**config.mk**
```make
export PLATFORM = sky130hd
export DESIGN_NAME = adc_serial_port
export DESIGN_NICKNAME = d
export VERILOG_FILES = /design/src/rtl/adc_port_pkg.sv /design/src/rtl/adc_edge_sync.sv /design/src/rtl/adc_conv_timer.sv /design/src/rtl/adc_shift_out.sv /design/src/rtl/adc_serial_port.sv
export SDC_FILE = /design/constraint.sdc
export NUM_CORES = 1
export LEC_CHECK = 0
export ABC_AREA = 0
export BUFFER_PORTS_ARGS = -buffer_cell sky130_fd_sc_hd__buf_2
export CAP_MARGIN = 20
export CORE_MARGIN = 2
export CORE_UTILIZATION = 56
export CTS_CLUSTER_DIAMETER = 50
export DETAILED_ROUTE_END_ITERATION = 10
export PLACE_DENSITY = 0.89
export SYNTH_ARGS = -nofsm -noshare
export SYNTH_HDL_FRONTEND = slang
export SYNTH_SLANG_ARGS = --single-unit
export TNS_END_PERCENT = 10
```
**constraint.sdc**
```tcl
create_clock -name clk -period 2.1 [get_ports clk]
set_clock_uncertainty 0.1 [all_clocks]
set_input_delay 0.42 -clock clk [delete_from_list [all_inputs] [get_ports clk]]
set_output_delay 0.42 -clock clk [all_outputs]
set_load 0.005 [all_outputs]
```
**src/rtl/adc_port_pkg.sv**
```systemverilog
package adc_port_pkg;

  typedef enum logic [1:0] {
    ST_CONV  = 2'd0,
    ST_SLEEP = 2'd1,
    ST_DOUT  = 2'd2
  } port_state_e;

endpackage

```
**src/rtl/adc_edge_sync.sv**
```systemverilog
// Multi-stage synchronizer with edge detection on the synchronized level.
module adc_edge_sync #(
  parameter int STAGES  = 2,
  parameter bit RST_VAL = 1'b0
) (
  input  logic clk,
  input  logic rst_n,
  input  logic din,
  output logic level,
  output logic rise,
  output logic fall
);

  logic [STAGES-1:0] chain_q;
  logic              prev_q;

  generate
    if (STAGES == 1) begin : g_single
      always_ff @(posedge clk or negedge rst_n) begin
        if (!rst_n) chain_q <= RST_VAL;
        else        chain_q <= din;
      end
    end else begin : g_multi
      always_ff @(posedge clk or negedge rst_n) begin
        if (!rst_n) chain_q <= {STAGES{RST_VAL}};
        else        chain_q <= {chain_q[STAGES-2:0], din};
      end
    end
  endgenerate

  always_ff @(posedge clk or negedge rst_n) begin
    if (!rst_n) prev_q <= RST_VAL;
    else        prev_q <= chain_q[STAGES-1];
  end

  assign level = chain_q[STAGES-1];
  assign rise  = chain_q[STAGES-1] & ~prev_q;
  assign fall  = ~chain_q[STAGES-1] & prev_q;

endmodule

```
**src/rtl/adc_conv_timer.sv**
```systemverilog
// Counts the cycles of one conversion; clears whenever not running.
module adc_conv_timer #(
  parameter int CONV_CYCLES = 64
) (
  input  logic clk,
  input  logic rst_n,
  input  logic run,
  output logic done
);

  localparam int CW = (CONV_CYCLES > 2) ? $clog2(CONV_CYCLES) : 1;
  localparam logic [CW-1:0] LAST = CW'(CONV_CYCLES - 1);

  logic [CW-1:0] count_q;

  always_ff @(posedge clk or negedge rst_n) begin
    if (!rst_n)               count_q <= '0;
    else if (!run || done)    count_q <= '0;
    else                      count_q <= count_q + 1'b1;
  end

  assign done = run && (count_q == LAST);

endmodule

```
**src/rtl/adc_shift_out.sv**
```systemverilog
// Holds the captured word and steps through it MSB first.
module adc_shift_out #(
  parameter int DATA_W = 16
) (
  input  logic              clk,
  input  logic              rst_n,
  input  logic              load,
  input  logic [DATA_W-1:0] word,
  input  logic              shift,
  output logic              msb,
  output logic              last
);

  localparam int IW = $clog2(DATA_W);
  localparam logic [IW-1:0] LAST_IDX = IW'(DATA_W - 1);

  logic [DATA_W-1:0] shreg_q;
  logic [IW-1:0]     idx_q;

  always_ff @(posedge clk or negedge rst_n) begin
    if (!rst_n) begin
      shreg_q <= '0;
      idx_q   <= '0;
    end else if (load) begin
      shreg_q <= word;
      idx_q   <= '0;
    end else if (shift) begin
      shreg_q <= {shreg_q[DATA_W-2:0], 1'b0};
      idx_q   <= idx_q + 1'b1;
    end
  end

  assign msb  = shreg_q[DATA_W-1];
  assign last = (idx_q == LAST_IDX);

endmodule

```
**src/rtl/adc_serial_port.sv**
```systemverilog
module adc_serial_port
  import adc_port_pkg::*;
#(
  parameter int DATA_W      = 16,
  parameter int CONV_CYCLES = 200,
  parameter int SYNC_STAGES = 2
) (
  input  logic              clk,
  input  logic              rst_n,
  input  logic              sck,
  input  logic              cs_n,
  input  logic [DATA_W-1:0] result_i,
  output logic              sdo,
  output logic              sdo_oe
);

  logic        sck_level, sck_rise, sck_fall;
  logic        cs_level, cs_rise, cs_fall;
  logic        cs_low;
  logic        conv_done;
  logic        load_word, shift_bit;
  logic        out_msb, last_bit;
  logic        pol_high_q;
  port_state_e state_q, state_d;

  adc_edge_sync #(.STAGES(SYNC_STAGES), .RST_VAL(1'b0)) i_sck_sync (
    .clk(clk), .rst_n(rst_n), .din(sck),
    .level(sck_level), .rise(sck_rise), .fall(sck_fall)
  );

  adc_edge_sync #(.STAGES(SYNC_STAGES), .RST_VAL(1'b1)) i_cs_sync (
    .clk(clk), .rst_n(rst_n), .din(cs_n),
    .level(cs_level), .rise(cs_rise), .fall(cs_fall)
  );

  assign cs_low = ~cs_level;

  adc_conv_timer #(.CONV_CYCLES(CONV_CYCLES)) i_timer (
    .clk(clk), .rst_n(rst_n), .run(state_q == ST_CONV), .done(conv_done)
  );

  adc_shift_out #(.DATA_W(DATA_W)) i_shift (
    .clk(clk), .rst_n(rst_n), .load(load_word), .word(result_i),
    .shift(shift_bit), .msb(out_msb), .last(last_bit)
  );

  always_comb begin
    state_d   = state_q;
    load_word = 1'b0;
    shift_bit = 1'b0;
    unique case (state_q)
      ST_CONV: begin
        if (conv_done) begin
          load_word = 1'b1;
          state_d   = sck_level ? ST_SLEEP : ST_DOUT;
        end
      end
      ST_SLEEP: begin
        if (sck_fall && cs_low) state_d = ST_DOUT;
      end
      ST_DOUT: begin
        if (cs_rise) begin
          state_d = ST_CONV;
        end else if (sck_fall && cs_low) begin
          if (last_bit) state_d = ST_CONV;
          else          shift_bit = 1'b1;
        end
      end
      default: state_d = ST_CONV;
    endcase
  end

  always_ff @(posedge clk or negedge rst_n) begin
    if (!rst_n) begin
      state_q    <= ST_CONV;
      pol_high_q <= 1'b0;
    end else begin
      state_q <= state_d;
      if (state_q == ST_CONV && conv_done) pol_high_q <= sck_level;
    end
  end

  always_comb begin
    unique case (state_q)
      ST_SLEEP: sdo = 1'b0;
      ST_DOUT:  sdo = out_msb;
      default:  sdo = 1'b1;
    endcase
  end

  assign sdo_oe = cs_low;

  logic unused_edges;
  assign unused_edges = sck_rise ^ cs_fall;

endmodule

```
==> metrics.yaml <==
clock_tree_from_tritoncts: "done"
status: "completed"
route.final.wire_length_mm: 2.939
drc: 0
place_hpwl_mm: 1.954
cts_hold_repair.buffers: 0
p_int_mw: 0.9132
reg2reg_slack_ns: 0.16
switching_fraction_of_total_power_pct: 21.45
routabilityCongestion: 0.7016
area_growth_syn_to_layout_pct: 9.732
post-cts-setup-buffer-count: 0
seq_area_sq_um: 904.6
worst_r2r_startpoint: "i_timer.count_q[0]$_DFF_PN0_"
synth.yosys.warnings: 0
ir_drop_v: 0.0004853
cp_cell_sequence: "ha_1, nand4_1, nor4_4, buf_4, a22o_2, a21o_2"
unrepaired_setup_endpoints_after_global_routing: "false"
ioPinCount: 22
postSynthAreaPerCell_sq_um: 12.46
layout_commonest_cell: "sky130_fd_sc_hd__dfrtp_1"
synthDistinctLibCells: 37
worstPathArrival_ns: 2.12
worst_skew_pair.late_latency_ns: 0.34
crit_slowest_cell: "sky130_fd_sc_hd__nor4_4"
worst_setup_path_start_kind: "flip-flop"
end_kind: "flip-flop"
sequential_group_share_of_total_power_pct: 60.7
beginning_of_the_critical_path: "i_timer.count_q[0]$_DFF_PN0_"
synthesis.instances: 131
clock_sink_count: 36
number_of_filler_instances_in_the_final_layout: 214
max_cap_viol_count: 0
comb_power_share_pct: 3.0
floorplan.die_area_sq_um: 3363
ys_seq_elements: 36
wl_per_cell_um: 15.80
finalCriticalPeriod_ns: 1.938
drt_iter0_drc: 28
seq_total_area_yosys_pct: 55.40
antenna_found_initial: 0
clock-root-buffer: "sky130_fd_sc_hd__clkbuf_4"
final_cell_mix: "sky130_fd_sc_hd__dfrtp_1 (33), sky130_fd_sc_hd__buf_2 (21), sky130_fd_sc_hd__a21o_1 (11), sky130_fd_sc_hd__a22o_2 (10), sky130_fd_sc_hd__nor2_1 (8)"
slew_headroom_pct: 48.82
timing.setup.tns_ns: 0
crit_buf_inv: 1
gr-total-overflow: 0
die-height_um: 58.00
path_max_fanout: 18
share_of_cells_above_drive_strength_1_pct: 34.84
max_stage_delay_ns: 0.42
diodes: 0
fp-row-count: 19
grt_pass1_wl_mm: 4.933
nets: 176
post_cts_resized: 0
min_path_type: "input pin to asynchronous set/reset pin"
place.port_buffers: 21
synth-edff-count: 0
setup_viol: 0
crit_required_ns: 2.28
final_util_pct: 64.97
power.net_switching_mw: 0.2494
crit_end: "i_shift.shreg_q[2]$_DFFE_PN0P_"
grt_start_max_net_pins: 37
floorplan.initialDensity_pct: 59.21
antenna_left: 0
r2r.worst_path.cells: 6
powerDensity_nw_per_um2: 648.8
r2r_end: "i_shift.shreg_q[2]$_DFFE_PN0P_"
final_min_period_over_clock_period_pct: 92.27
max-clock-path-buffers: 2
area_of_the_mapped_netlist_sq_um: 1633
dr_pass1_iterations: 4
multiInputGateArea_sq_um: 648.1
cts_max_level: 2
cp_top_family: "simple AND/OR/NAND/NOR gates"
tritoncts_buffer_count: 5
leakagePower_nw: 0.9585
hold_viol_final: 0
grt_usage_pct: 19.80
timing.fmax_mhz: 516.1
asyncSetResetFlopFracSynth_pct: 100.0
cts.reportedPaths.clkPinSlew_ns: 0.11
vias: 1066
tightest_slew_ns: 0.7678
classification_of_the_worst_setup_path: "flip-flop to flip-flop"
cp_num_cells: 6
first_global_vias: 1058
coreArea_sq_um: 2758
syn-num-nets: 153
die-width_um: 58.00
timing.final.max_slew_violations: 0
power.clock.fraction_pct: 36.3
viasPerCell: 5.731
synth-main-ff-cell: "sky130_fd_sc_hd__dfrtp_1"
## Yosys cell counts, types with 4 or more instances
| master | instances | area share (%) |
|---|---|---|
| sky130_fd_sc_hd__a22o_2 | 10 | 6.1 |
| sky130_fd_sc_hd__a22o_1 | 5 | 2.7 |
| sky130_fd_sc_hd__xor2_1 | 5 | 2.7 |
| sky130_fd_sc_hd__nor2_1 | 8 | 1.8 |
| sky130_fd_sc_hd__dfrtp_1 | 33 | 51 |
| sky130_fd_sc_hd__nand3_1 | 7 | 2.1 |
| sky130_fd_sc_hd__buf_6 | 4 | 2.8 |
| sky130_fd_sc_hd__a21o_1 | 11 | 5.1 |
| sky130_fd_sc_hd__a21oi_1 | 5 | 1.5 |
## area by class of cell
class | count | area share [%]
Inverter | 3 | 0.6285
Timing Repair Buffer | 23 | 6.704
Multi-Input combinational cell | 85 | 36.17
Sequential cell | 36 | 50.49
Tap cell | 31 | 2.165
Clock buffer | 8 | 3.841
## cell families (layout without fill, tap and decap cells)
logic type | after synthesis | count (layout) | synth area share [%]
compound gates | 41 | 41 | 19.85
flops | 36 | 36 | 55.40
simple gates | 34 | 34 | 13.87
buf+inv | 10 | 34 | 4.903
xor+xnor | 7 | 7 | 3.755
fa+ha+maj | 2 | 2 | 1.532
mux | 1 | 1 | 0.6896
## flip-flops by register name, indices dropped and copies added (netlist names)
register	flops
i_timer.count_q	8
i_cs_sync.chain_q	2
state_q	2
i_cs_sync.prev_q	1
i_sck_sync.chain_q	2
i_sck_sync.prev_q	1
i_shift.idx_q	4
i_shift.shreg_q	16
## routing by layer
metal,GRT usage [%],routed length (um)
met3,5.804,125
met4,8.306,36
met5,0,0
met1,27.30,1310
met2,29.55,1467
## power by group through the flow
| stage | Clock (mW) | Sequential, mW | Combinational, mW |
|---|---|---|---|
| 6_report | 0.422 | 0.705 | 0.0352 |
| 5_1_grt | 0.463 | 0.706 | 0.0414 |
| 4_1_cts | 0.435 | 0.705 | 0.0367 |
| 3_5_place_dp | 0 | 0.719 | 0.0366 |
| 3_3_place_gp | 0 | 0.718 | 0.0355 |
| 2_1_floorplan | 0 | 0.718 | 0.00412 |
## through the flow
stage	hold slack [ns]	instance area, sq um	power (mW)	cells	setup slack, ns
final	0.03613	1792	1.163	186	0.1623
after global routing	0.05879	1792	1.211	186	0.03632
after CTS	0.05650	1792	1.177	186	0.1690
after detailed placement	0.2403	1723	0.7554	178	0.1982
after global placement	0.2348	1723	0.7536	178	0.2923
after floorplan	0.02441	1633	0.7220	131	0.3352
## worst min path at each step
stage,from,end,depth (start not counted)
5_1_grt,cs_n,i_cs_sync.chain_q[0]$_DFF_PN1_,1
6_report,rst_n,i_shift.shreg_q[3]$_DFFE_PN0P_,1
2_1_floorplan,rst_n,i_sck_sync.chain_q[0]$_DFF_PN0_,0
3_3_place_gp,i_sck_sync.chain_q[0]$_DFF_PN0_,i_sck_sync.chain_q[1]$_DFF_PN0_,0
4_1_cts,rst_n,i_shift.shreg_q[3]$_DFFE_PN0P_,1
3_5_place_dp,i_sck_sync.chain_q[0]$_DFF_PN0_,i_sck_sync.chain_q[1]$_DFF_PN0_,0
Note: power is estimated with default switching activity, not from simulation.
